$ cat src/rtl/tap_pkg.sv
package tap_pkg;

    localparam int IR_W   = 5;
    localparam int DR_W   = 32;
    localparam int N_EXT  = 4;
    localparam int SEL_BYP  = 0;
    localparam int SEL_ID   = 1;
    localparam int SEL_USR  = 2;
    localparam int SEL_EXT0 = 3;
    localparam int SEL_W    = SEL_EXT0 + N_EXT;

    localparam logic [IR_W-1:0] OP_IDCODE  = 5'b00010;
    localparam logic [IR_W-1:0] OP_USER    = 5'b00011;
    localparam logic [IR_W-1:0] OP_BYPASS  = 5'b11111;
    localparam logic [IR_W-1:0] OP_EXT0    = 5'b01000;
    localparam logic [IR_W-1:0] IR_CAPTURE = 5'b00001;

    typedef enum logic [3:0] {
        ST_EXIT2_DR   = 4'h0,
        ST_EXIT1_DR   = 4'h1,
        ST_SHIFT_DR   = 4'h2,
        ST_PAUSE_DR   = 4'h3,
        ST_SEL_IR     = 4'h4,
        ST_UPDATE_DR  = 4'h5,
        ST_CAPTURE_DR = 4'h6,
        ST_SEL_DR     = 4'h7,
        ST_EXIT2_IR   = 4'h8,
        ST_EXIT1_IR   = 4'h9,
        ST_SHIFT_IR   = 4'hA,
        ST_PAUSE_IR   = 4'hB,
        ST_IDLE       = 4'hC,
        ST_UPDATE_IR  = 4'hD,
        ST_CAPTURE_IR = 4'hE,
        ST_RESET      = 4'hF
    } tap_state_e;

    function automatic logic [SEL_W-1:0] decode_op(input logic [IR_W-1:0] op);
        logic [SEL_W-1:0] s;
        s = '0;
        if (op == OP_IDCODE)
            s[SEL_ID] = 1'b1;
        else if (op == OP_USER)
            s[SEL_USR] = 1'b1;
        else if (op[IR_W-1:2] == OP_EXT0[IR_W-1:2])
            s[SEL_EXT0 + int'(op[1:0])] = 1'b1;
        else
            s[SEL_BYP] = 1'b1;
        return s;
    endfunction

endpackage

$ cat src/rtl/tap_fsm.sv
module tap_fsm
    import tap_pkg::*;
(
    input  logic       tck,
    input  logic       trst_n,
    input  logic       tms,
    output tap_state_e state
);

    tap_state_e state_q;
    tap_state_e state_d;

    always_ff @(posedge tck or negedge trst_n) begin
        if (!trst_n)
            state_q <= ST_RESET;
        else
            state_q <= state_d;
    end

    always_comb begin
        unique case (state_q)
            ST_RESET:      state_d = tms ? ST_RESET    : ST_IDLE;
            ST_IDLE:       state_d = tms ? ST_SEL_DR   : ST_IDLE;
            ST_SEL_DR:     state_d = tms ? ST_SEL_IR   : ST_CAPTURE_DR;
            ST_CAPTURE_DR: state_d = tms ? ST_EXIT1_DR : ST_SHIFT_DR;
            ST_SHIFT_DR:   state_d = tms ? ST_EXIT1_DR : ST_SHIFT_DR;
            ST_EXIT1_DR:   state_d = tms ? ST_UPDATE_DR : ST_PAUSE_DR;
            ST_PAUSE_DR:   state_d = tms ? ST_EXIT2_DR : ST_PAUSE_DR;
            ST_EXIT2_DR:   state_d = tms ? ST_UPDATE_DR : ST_SHIFT_DR;
            ST_UPDATE_DR:  state_d = tms ? ST_SEL_DR   : ST_IDLE;
            ST_SEL_IR:     state_d = tms ? ST_RESET    : ST_CAPTURE_IR;
            ST_CAPTURE_IR: state_d = tms ? ST_EXIT1_IR : ST_SHIFT_IR;
            ST_SHIFT_IR:   state_d = tms ? ST_EXIT1_IR : ST_SHIFT_IR;
            ST_EXIT1_IR:   state_d = tms ? ST_UPDATE_IR : ST_PAUSE_IR;
            ST_PAUSE_IR:   state_d = tms ? ST_EXIT2_IR : ST_PAUSE_IR;
            ST_EXIT2_IR:   state_d = tms ? ST_UPDATE_IR : ST_SHIFT_IR;
            ST_UPDATE_IR:  state_d = tms ? ST_SEL_DR   : ST_IDLE;
        endcase
    end

    assign state = state_q;

endmodule

$ cat src/rtl/tap_ir.sv
module tap_ir
    import tap_pkg::*;
(
    input  logic             tck,
    input  logic             trst_n,
    input  tap_state_e       state,
    input  logic             tdi,
    output logic [IR_W-1:0]  ir_sr,
    output logic [IR_W-1:0]  ir_q,
    output logic [SEL_W-1:0] sel
);

    // shift stage: rising edge
    always_ff @(posedge tck or negedge trst_n) begin
        if (!trst_n)
            ir_sr <= IR_CAPTURE;
        else if (state == ST_CAPTURE_IR)
            ir_sr <= IR_CAPTURE;
        else if (state == ST_SHIFT_IR)
            ir_sr <= {tdi, ir_sr[IR_W-1:1]};
    end

    // parallel stage: falling edge
    always_ff @(negedge tck or negedge trst_n) begin
        if (!trst_n)
            ir_q <= OP_IDCODE;
        else if (state == ST_RESET)
            ir_q <= OP_IDCODE;
        else if (state == ST_UPDATE_IR)
            ir_q <= ir_sr;
    end

    always_comb sel = decode_op(ir_q);

endmodule

$ cat src/rtl/tap_code_reg.sv
module tap_code_reg
    import tap_pkg::*;
#(
    parameter int          WIDTH = 32,
    parameter logic [31:0] VALUE = 32'h0000_0001
) (
    input  logic       tck,
    input  logic       trst_n,
    input  tap_state_e state,
    input  logic       active,
    input  logic       tdi,
    output logic       lsb
);

    logic [WIDTH-1:0] sr_q;

    always_ff @(posedge tck or negedge trst_n) begin
        if (!trst_n)
            sr_q <= '0;
        else if (active && state == ST_CAPTURE_DR)
            sr_q <= VALUE[WIDTH-1:0];
        else if (active && state == ST_SHIFT_DR)
            sr_q <= {tdi, sr_q[WIDTH-1:1]};
    end

    assign lsb = sr_q[0];

endmodule

$ cat src/rtl/tap_dr.sv
module tap_dr
    import tap_pkg::*;
#(
    parameter logic [31:0] ID_VALUE   = 32'h1A2B_3C4D,
    parameter logic [31:0] USER_VALUE = 32'hC0DE_5EED
) (
    input  logic             tck,
    input  logic             trst_n,
    input  tap_state_e       state,
    input  logic [SEL_W-1:0] sel,
    input  logic             tdi,
    input  logic             ext_tdo,
    output logic             dr_lsb
);

    localparam int N_CODE = 2;
    localparam logic [31:0] CODE_VALS [N_CODE] = '{ID_VALUE, USER_VALUE};
    localparam int          CODE_SEL  [N_CODE] = '{SEL_ID, SEL_USR};

    logic              byp_q;
    logic [N_CODE-1:0] code_lsb;
    logic              ext_any;

    always_ff @(posedge tck or negedge trst_n) begin
        if (!trst_n)
            byp_q <= 1'b0;
        else if (state == ST_CAPTURE_DR)
            byp_q <= 1'b0;
        else if (state == ST_SHIFT_DR && sel[SEL_BYP])
            byp_q <= tdi;
    end

    for (genvar g = 0; g < N_CODE; g++) begin : g_code
        tap_code_reg #(
            .WIDTH (DR_W),
            .VALUE (CODE_VALS[g])
        ) code_i (
            .tck    (tck),
            .trst_n (trst_n),
            .state  (state),
            .active (sel[CODE_SEL[g]]),
            .tdi    (tdi),
            .lsb    (code_lsb[g])
        );
    end

    assign ext_any = |sel[SEL_EXT0 +: N_EXT];

    always_comb begin
        if (sel[SEL_ID])
            dr_lsb = code_lsb[0];
        else if (sel[SEL_USR])
            dr_lsb = code_lsb[1];
        else if (ext_any)
            dr_lsb = ext_tdo;
        else
            dr_lsb = byp_q;
    end

endmodule

$ cat src/rtl/tap_port.sv
module tap_port
    import tap_pkg::*;
#(
    parameter logic [31:0] ID_VALUE   = 32'h1A2B_3C4D,
    parameter logic [31:0] USER_VALUE = 32'hC0DE_5EED
) (
    input  logic             tck,
    input  logic             trst_n,
    input  logic             tms,
    input  logic             tdi,
    input  logic             ext_tdo,
    output logic             tdo,
    output logic             tdo_en,
    output logic [SEL_W-1:0] inst_sel,
    output logic [3:0]       tap_state
);

    tap_state_e      state;
    logic [IR_W-1:0] ir_sr;
    logic [IR_W-1:0] ir_q;
    logic            dr_lsb;

    tap_fsm fsm_i (
        .tck    (tck),
        .trst_n (trst_n),
        .tms    (tms),
        .state  (state)
    );

    tap_ir ir_i (
        .tck    (tck),
        .trst_n (trst_n),
        .state  (state),
        .tdi    (tdi),
        .ir_sr  (ir_sr),
        .ir_q   (ir_q),
        .sel    (inst_sel)
    );

    tap_dr #(
        .ID_VALUE   (ID_VALUE),
        .USER_VALUE (USER_VALUE)
    ) dr_i (
        .tck     (tck),
        .trst_n  (trst_n),
        .state   (state),
        .sel     (inst_sel),
        .tdi     (tdi),
        .ext_tdo (ext_tdo),
        .dr_lsb  (dr_lsb)
    );

    // output stage on the falling edge
    always_ff @(negedge tck or negedge trst_n) begin
        if (!trst_n) begin
            tdo    <= 1'b0;
            tdo_en <= 1'b0;
        end else begin
            unique case (state)
                ST_SHIFT_IR: begin
                    tdo    <= ir_sr[0];
                    tdo_en <= 1'b1;
                end
                ST_SHIFT_DR: begin
                    tdo    <= dr_lsb;
                    tdo_en <= 1'b1;
                end
                default: tdo_en <= 1'b0;
            endcase
        end
    end

    assign tap_state = state;

endmodule

$ cat config.mk
export PLATFORM = sky130hd
export DESIGN_NAME = tap_port
export DESIGN_NICKNAME = d
export VERILOG_FILES = /design/src/rtl/tap_pkg.sv /design/src/rtl/tap_fsm.sv /design/src/rtl/tap_ir.sv /design/src/rtl/tap_code_reg.sv /design/src/rtl/tap_dr.sv /design/src/rtl/tap_port.sv
export SDC_FILE = /design/constraint.sdc
export NUM_CORES = 1
export LEC_CHECK = 0
export BUFFER_PORTS_ARGS = -buffer_cell sky130_fd_sc_hd__buf_2
export CORE_ASPECT_RATIO = 1.1
export CORE_MARGIN = 1.5
export CORE_UTILIZATION = 40
export DETAILED_ROUTE_END_ITERATION = 6
export PLACE_DENSITY = 0.56
export SYNTH_ARGS = -nofsm -noshare
export SYNTH_HDL_FRONTEND = slang
export SYNTH_SLANG_ARGS = --single-unit
$ cat constraint.sdc
create_clock -name tck -period 2.8 [get_ports tck]
set_clock_uncertainty 0.1 [all_clocks]
set_input_delay 0.42 -clock tck [delete_from_list [all_inputs] [get_ports tck]]
set_output_delay 0.42 -clock tck [all_outputs]
set_load 0.05 [all_outputs]
# After elaboration in Yosys (flattened, before gate mapping)
# Cells that the tools add are included.
# op_classes
n_addsub	1
order_cmp	2
n_eq_ne	18
n_mux	38
reduce_logical	18
# ops
cell	n
32-bit 2-to-1 mux	4
4-bit case mux with 12 select lines	1
4-bit equality test, second input constant	8
32-bit by 1-bit greater-or-equal comparator with 1-bit output, second input constant	1
32-bit by 5-bit less-than comparator with 1-bit output, second input constant	1
5-bit 2-to-1 mux	5
4-bit by 3-bit equality test with 1-bit output, second input constant	4
2-bit 2-to-1 mux	7
1-bit 2-to-1 mux	12
3-bit 2-to-1 mux	4
2-bit nonzero test	6
5-bit by 2-bit equality test with 1-bit output, second input constant	2
4-bit by 2-bit equality test with 1-bit output, second input constant	2
4-bit 2-to-1 mux	2
1-bit logical AND	6
6-bit 2-to-1 mux	1
2-bit OR reduction	3
4-bit by 1-bit equality test with 1-bit output, second input constant	1
4-bit zero test	1
4-bit OR reduction	1
2-bit by 2-bit adder with 3-bit output, first input constant	1
1-bit demux with 3-bit select	1
3-bit by 2-bit equality test with 1-bit output, second input constant	1
3-bit OR reduction	1
1-bit case mux with 2 select lines	1
# totals
ff_bits	81
in_bits	5
word_cells	85

# Logic depth before layout (Yosys ltp)
# logic_depth
word_depth	13
depth_mapped	7
mapped_depth_nobuf	6

# Hierarchy
# A second synthesis with hierarchy kept.
# hier_totals
hier_cells	336
hier_area_um2	4075.2
# by_module_without_submodules
mod	n_inst	cells_each	area_per_inst_um2	seq_area_each_um2
tap_code_reg at dr_i.g_code[0].code_i	1	119	1506.4	800.8
tap_code_reg at dr_i.g_code[1].code_i	1	123	1486.4	800.8
tap_ir	1	58	676.9	252.7
tap_fsm	1	19	197.7	105.1
tap_dr	1	12	115.1	25.0
tap_port	1	5	92.6	50.0

==> reports/metrics.yaml <==
outcome:
  run_status: "finished, violations left"
  violations: "negative setup slack"
timing:
  setup_slack_ns: -0.877
  slew_headroom_pct: 55.1
  fin_setup_tns_ns: -49.19
  slew_violations: 0
  worst_pin_slew_ns: 0.674
  whs_ns: 0.204
  finalHoldViolCount: 0
  setup-violations-final: 74
  rsz0062_at_grt: "true"
setup_path:
  r2r_start: "ir_i.ir_q[1]"
  cp-startpoint: "ir_i.ir_q[1]"
  path_cells: "inv_2 > ha_4 > and4b_2 > o21ai_2 > inv_1 > buf_6"
  cp-end-kind: "output port"
  arrival_ns: 3.16
  crit_family: "flip-flops"
  cp_num_buf_inv: 3
  critPathMaxStageDelay_ns: 0.53
  critPathLaunchType: "register"
  crit_slowest_cell: "dfstp_2"
  cp.required_ns: 2.28
  path_class: "register to output port"
  worstPathMaxFanout: 2
detailed_routing:
  ant_nets: 0
  num_vias: 2903
  wire_per_inst_um: 14.7
  wl_um: 8480
  drcViolationCount: 0
  dr.pass1.iters: 4
  via_per_inst: 5.02
  dr.first_iter.drc_count: 160
logic_synthesis:
  syn_area_per_cell_sq_um: 9.50
  synth_seq_cells: 81
  ys_seq_area_share_pct: 55.0
  synth-edff-count: 0
  syn_inst: 389
  synth_flop_cell: "dfrtp_1"
  syn_nets: 398
  netlist.area_leader.share_pct: 46.7
  synthTopCellsByArea: "dfrtp_1, nand2_1, nand2b_1, o21ai_0, dfstp_2"
  synth.distinct_cells: 41
  async_flop_share_pct: 100
  yosys.area.top_type: "dfrtp_1"
  yosysWarnings: 0
  syn_area_sq_um: 3700
clock_network:
  cts.sinks: 81
  clk_latency_ns: 0.38
  cts_tree: "built"
  max-clock-path-buffers: 2
  htree_num_levels: 3
  clk_pin_slew_worst_paths_ns: 0.09
  root_buffer: "clkbuf_8"
  numCtsBuffers: 9
floorplanning:
  start_util_pct: 41.5
  ioPinCount: 18
  core_sq_um: 8920
  die_x_um: 94.7
  die_area_sq_um: 9830
  rows: 36
  die_h_um: 104
power_and_ir_drop:
  ir_worst_vdd_mv: 0.459
  p_sw_share_pct: 38.7
  power.density_nw_per_um2: 1020
  power_frac_comb_pct: 46.8
  seqPwrFrac_pct: 35.2
  leakagePower_uw: 0.00240
  power.share.clock_pct: 18.1
  power.internal_uw: 3300
  p_sw_uw: 2080
hold_path:
  hp-start: "tms"
  min_path_type: "primary input to register"
global_route:
  grt-ovfl-total: 0
  grt_pass1_wl_um: 14200
  grt_pass1_vias: 2893
  grt_antenna_before_repair: 0
  grt_util_all_layers_pct: 18.3
  grt_max_degree: 71
run:
  max-cap-violations: 0
placed_design:
  gp_congestion: 0.828
  port_buffers: 17
  hpwl_um: 4400
layout:
  fin_nets: 468
  syn_to_final_growth_pct: 42.9
  n_antenna_cell: 0
  drive_above_1_share_pct: 37.9
  n_fill_cell: 753
layout make-up:
| cell class | instances | area, sq um | share of cell area (%) |
|---|---|---|---|
| Clock inverter | 8 | 105 | 1.99 |
| Tap cell | 114 | 143 | 2.70 |
| Timing Repair Buffer | 86 | 1100 | 20.9 |
| Sequential cell | 81 | 2040 | 38.7 |
| Multi-Input combinational cell | 274 | 1740 | 33.0 |
| Inverter | 6 | 22.5 | 0.426 |
| Clock buffer | 9 | 124 | 2.34 |
sequential cells by signal, summed over array words and instances (netlist names):
| register | flops |
|---|---|
| dr_i.g_code.code_i.sr_q | 64 |
| ir_i.ir_q | 5 |
| ir_i.ir_sr | 5 |
| fsm_i.state | 4 |
| dr_i.byp_q | 1 |
| tdo | 1 |
| tdo_en | 1 |
power groups by stage:
stage / logic [uW] / clock network (uW) / registers [uW]
CTS: 2400 / 1000 / 1870
floorplan: 1430 / 4.47 / 1950
detailed placement: 1960 / 4.47 / 1890
global route: 2760 / 1060 / 1950
finish: 2510 / 972 / 1890
global placement: 1920 / 4.47 / 1880
cells by family (layout without fill, tap and decap cells):
family                     after synthesis  after routing  synth area share (%)
and+or+nand+nor                        178            178                  22.7
AOI/OAI and AO/OA                       91             91                  15.5
DFF                                     81             81                  55.0
buffers and inverters                   34            109                  5.11
adders and majority gates                4              4                  1.35
muxes                                    1              1                 0.305
cells in the final DEF (no fill, tap or decap), drive strengths merged, types with 2 or more instances in the layout:
cell	netlist	routed
o21ai	76	76
nor2	40	40
nor3b	2	2
nand2b	40	40
o22ai	2	2
ha	4	4
dfrtn	6	6
o2111ai	2	2
bufinv	0	2
a21oi	3	3
dfstp	6	6
nand3	3	3
nor2b	2	2
and3	5	5
buf	11	80
dfrtp	69	69
nand2	78	78
inv	7	9
clkinv	0	2
nor3	3	3
clkbuf	16	14
routing by layer:
layer | share of wire [%] | vias to the layer above | wire, um | GRT usage (%)
li1 | - | 1430 | - | -
met1 | 47 | 1432 | 3990 | 25.5
met2 | 49 | 32 | 4180 | 28.6
met3 | 2.4 | 9 | 204 | 3.96
met4 | 1.3 | 0 | 108 | 4.90
met5 | 0 | - | 0 | 0
cells in the mapped netlist, drive strengths merged, types with 2 or more instances:
| cell | count |
|---|---|
| dfstp | 6 |
| o21ai | 76 |
| and3 | 5 |
| inv | 7 |
| nand2b | 40 |
| o2111ai | 2 |
| buf | 11 |
| nor3 | 3 |
| nor2 | 40 |
| o22ai | 2 |
| nand2 | 78 |
| clkbuf | 16 |
| dfrtp | 69 |
| a21oi | 3 |
| nand3 | 3 |
| nor2b | 2 |
| ha | 4 |
| dfrtn | 6 |
| nor3b | 2 |
metrics by stage:
step / cells / instance area, sq um / util [%] / setup slack [ns] / total power [uW]
after floorplan: 389 / 3890 / - / -0.543 / 3390
final: 578 / 5280 / 59.2 / -0.877 / 5380
after global placement: 527 / 4210 / 47.2 / -0.599 / 3800
after detailed placement: 527 / 4210 / 47.2 / -0.615 / 3860
after global routing: 578 / 5280 / 59.2 / -0.973 / 5770
after CTS: 574 / 5070 / 56.9 / -0.886 / 5270
path summary, 6_finish.rpt:
kind | endpoint | slack, ns | depth (start not counted)
max | inst_sel[1] | -0.88 | 6
min | fsm_i.state[3] | 0.20 | 2
max reg2reg | dr_i.g_code[0].code_i.sr_q[22] | -0.87 | 11
min reg2reg | dr_i.g_code[1].code_i.sr_q[23] | 0.38 | 2
max in group asynchronous | ir_i.ir_q[1] | 0.54 | 2
min in group asynchronous | dr_i.g_code[0].code_i.sr_q[11] | 0.40 | 2
timing repair:
item / CTS / global route
endpoints found under the hold margin: 12 / 0
cloned: 9 / 5
pin swaps: 5 / 17
hold buffers: 1 / 0
resized for setup: 52 / 45
buffers inserted: 22 / 6
endpoints found under the setup margin: 74 / 75
Note: power is estimated with default switching activity, not from simulation.
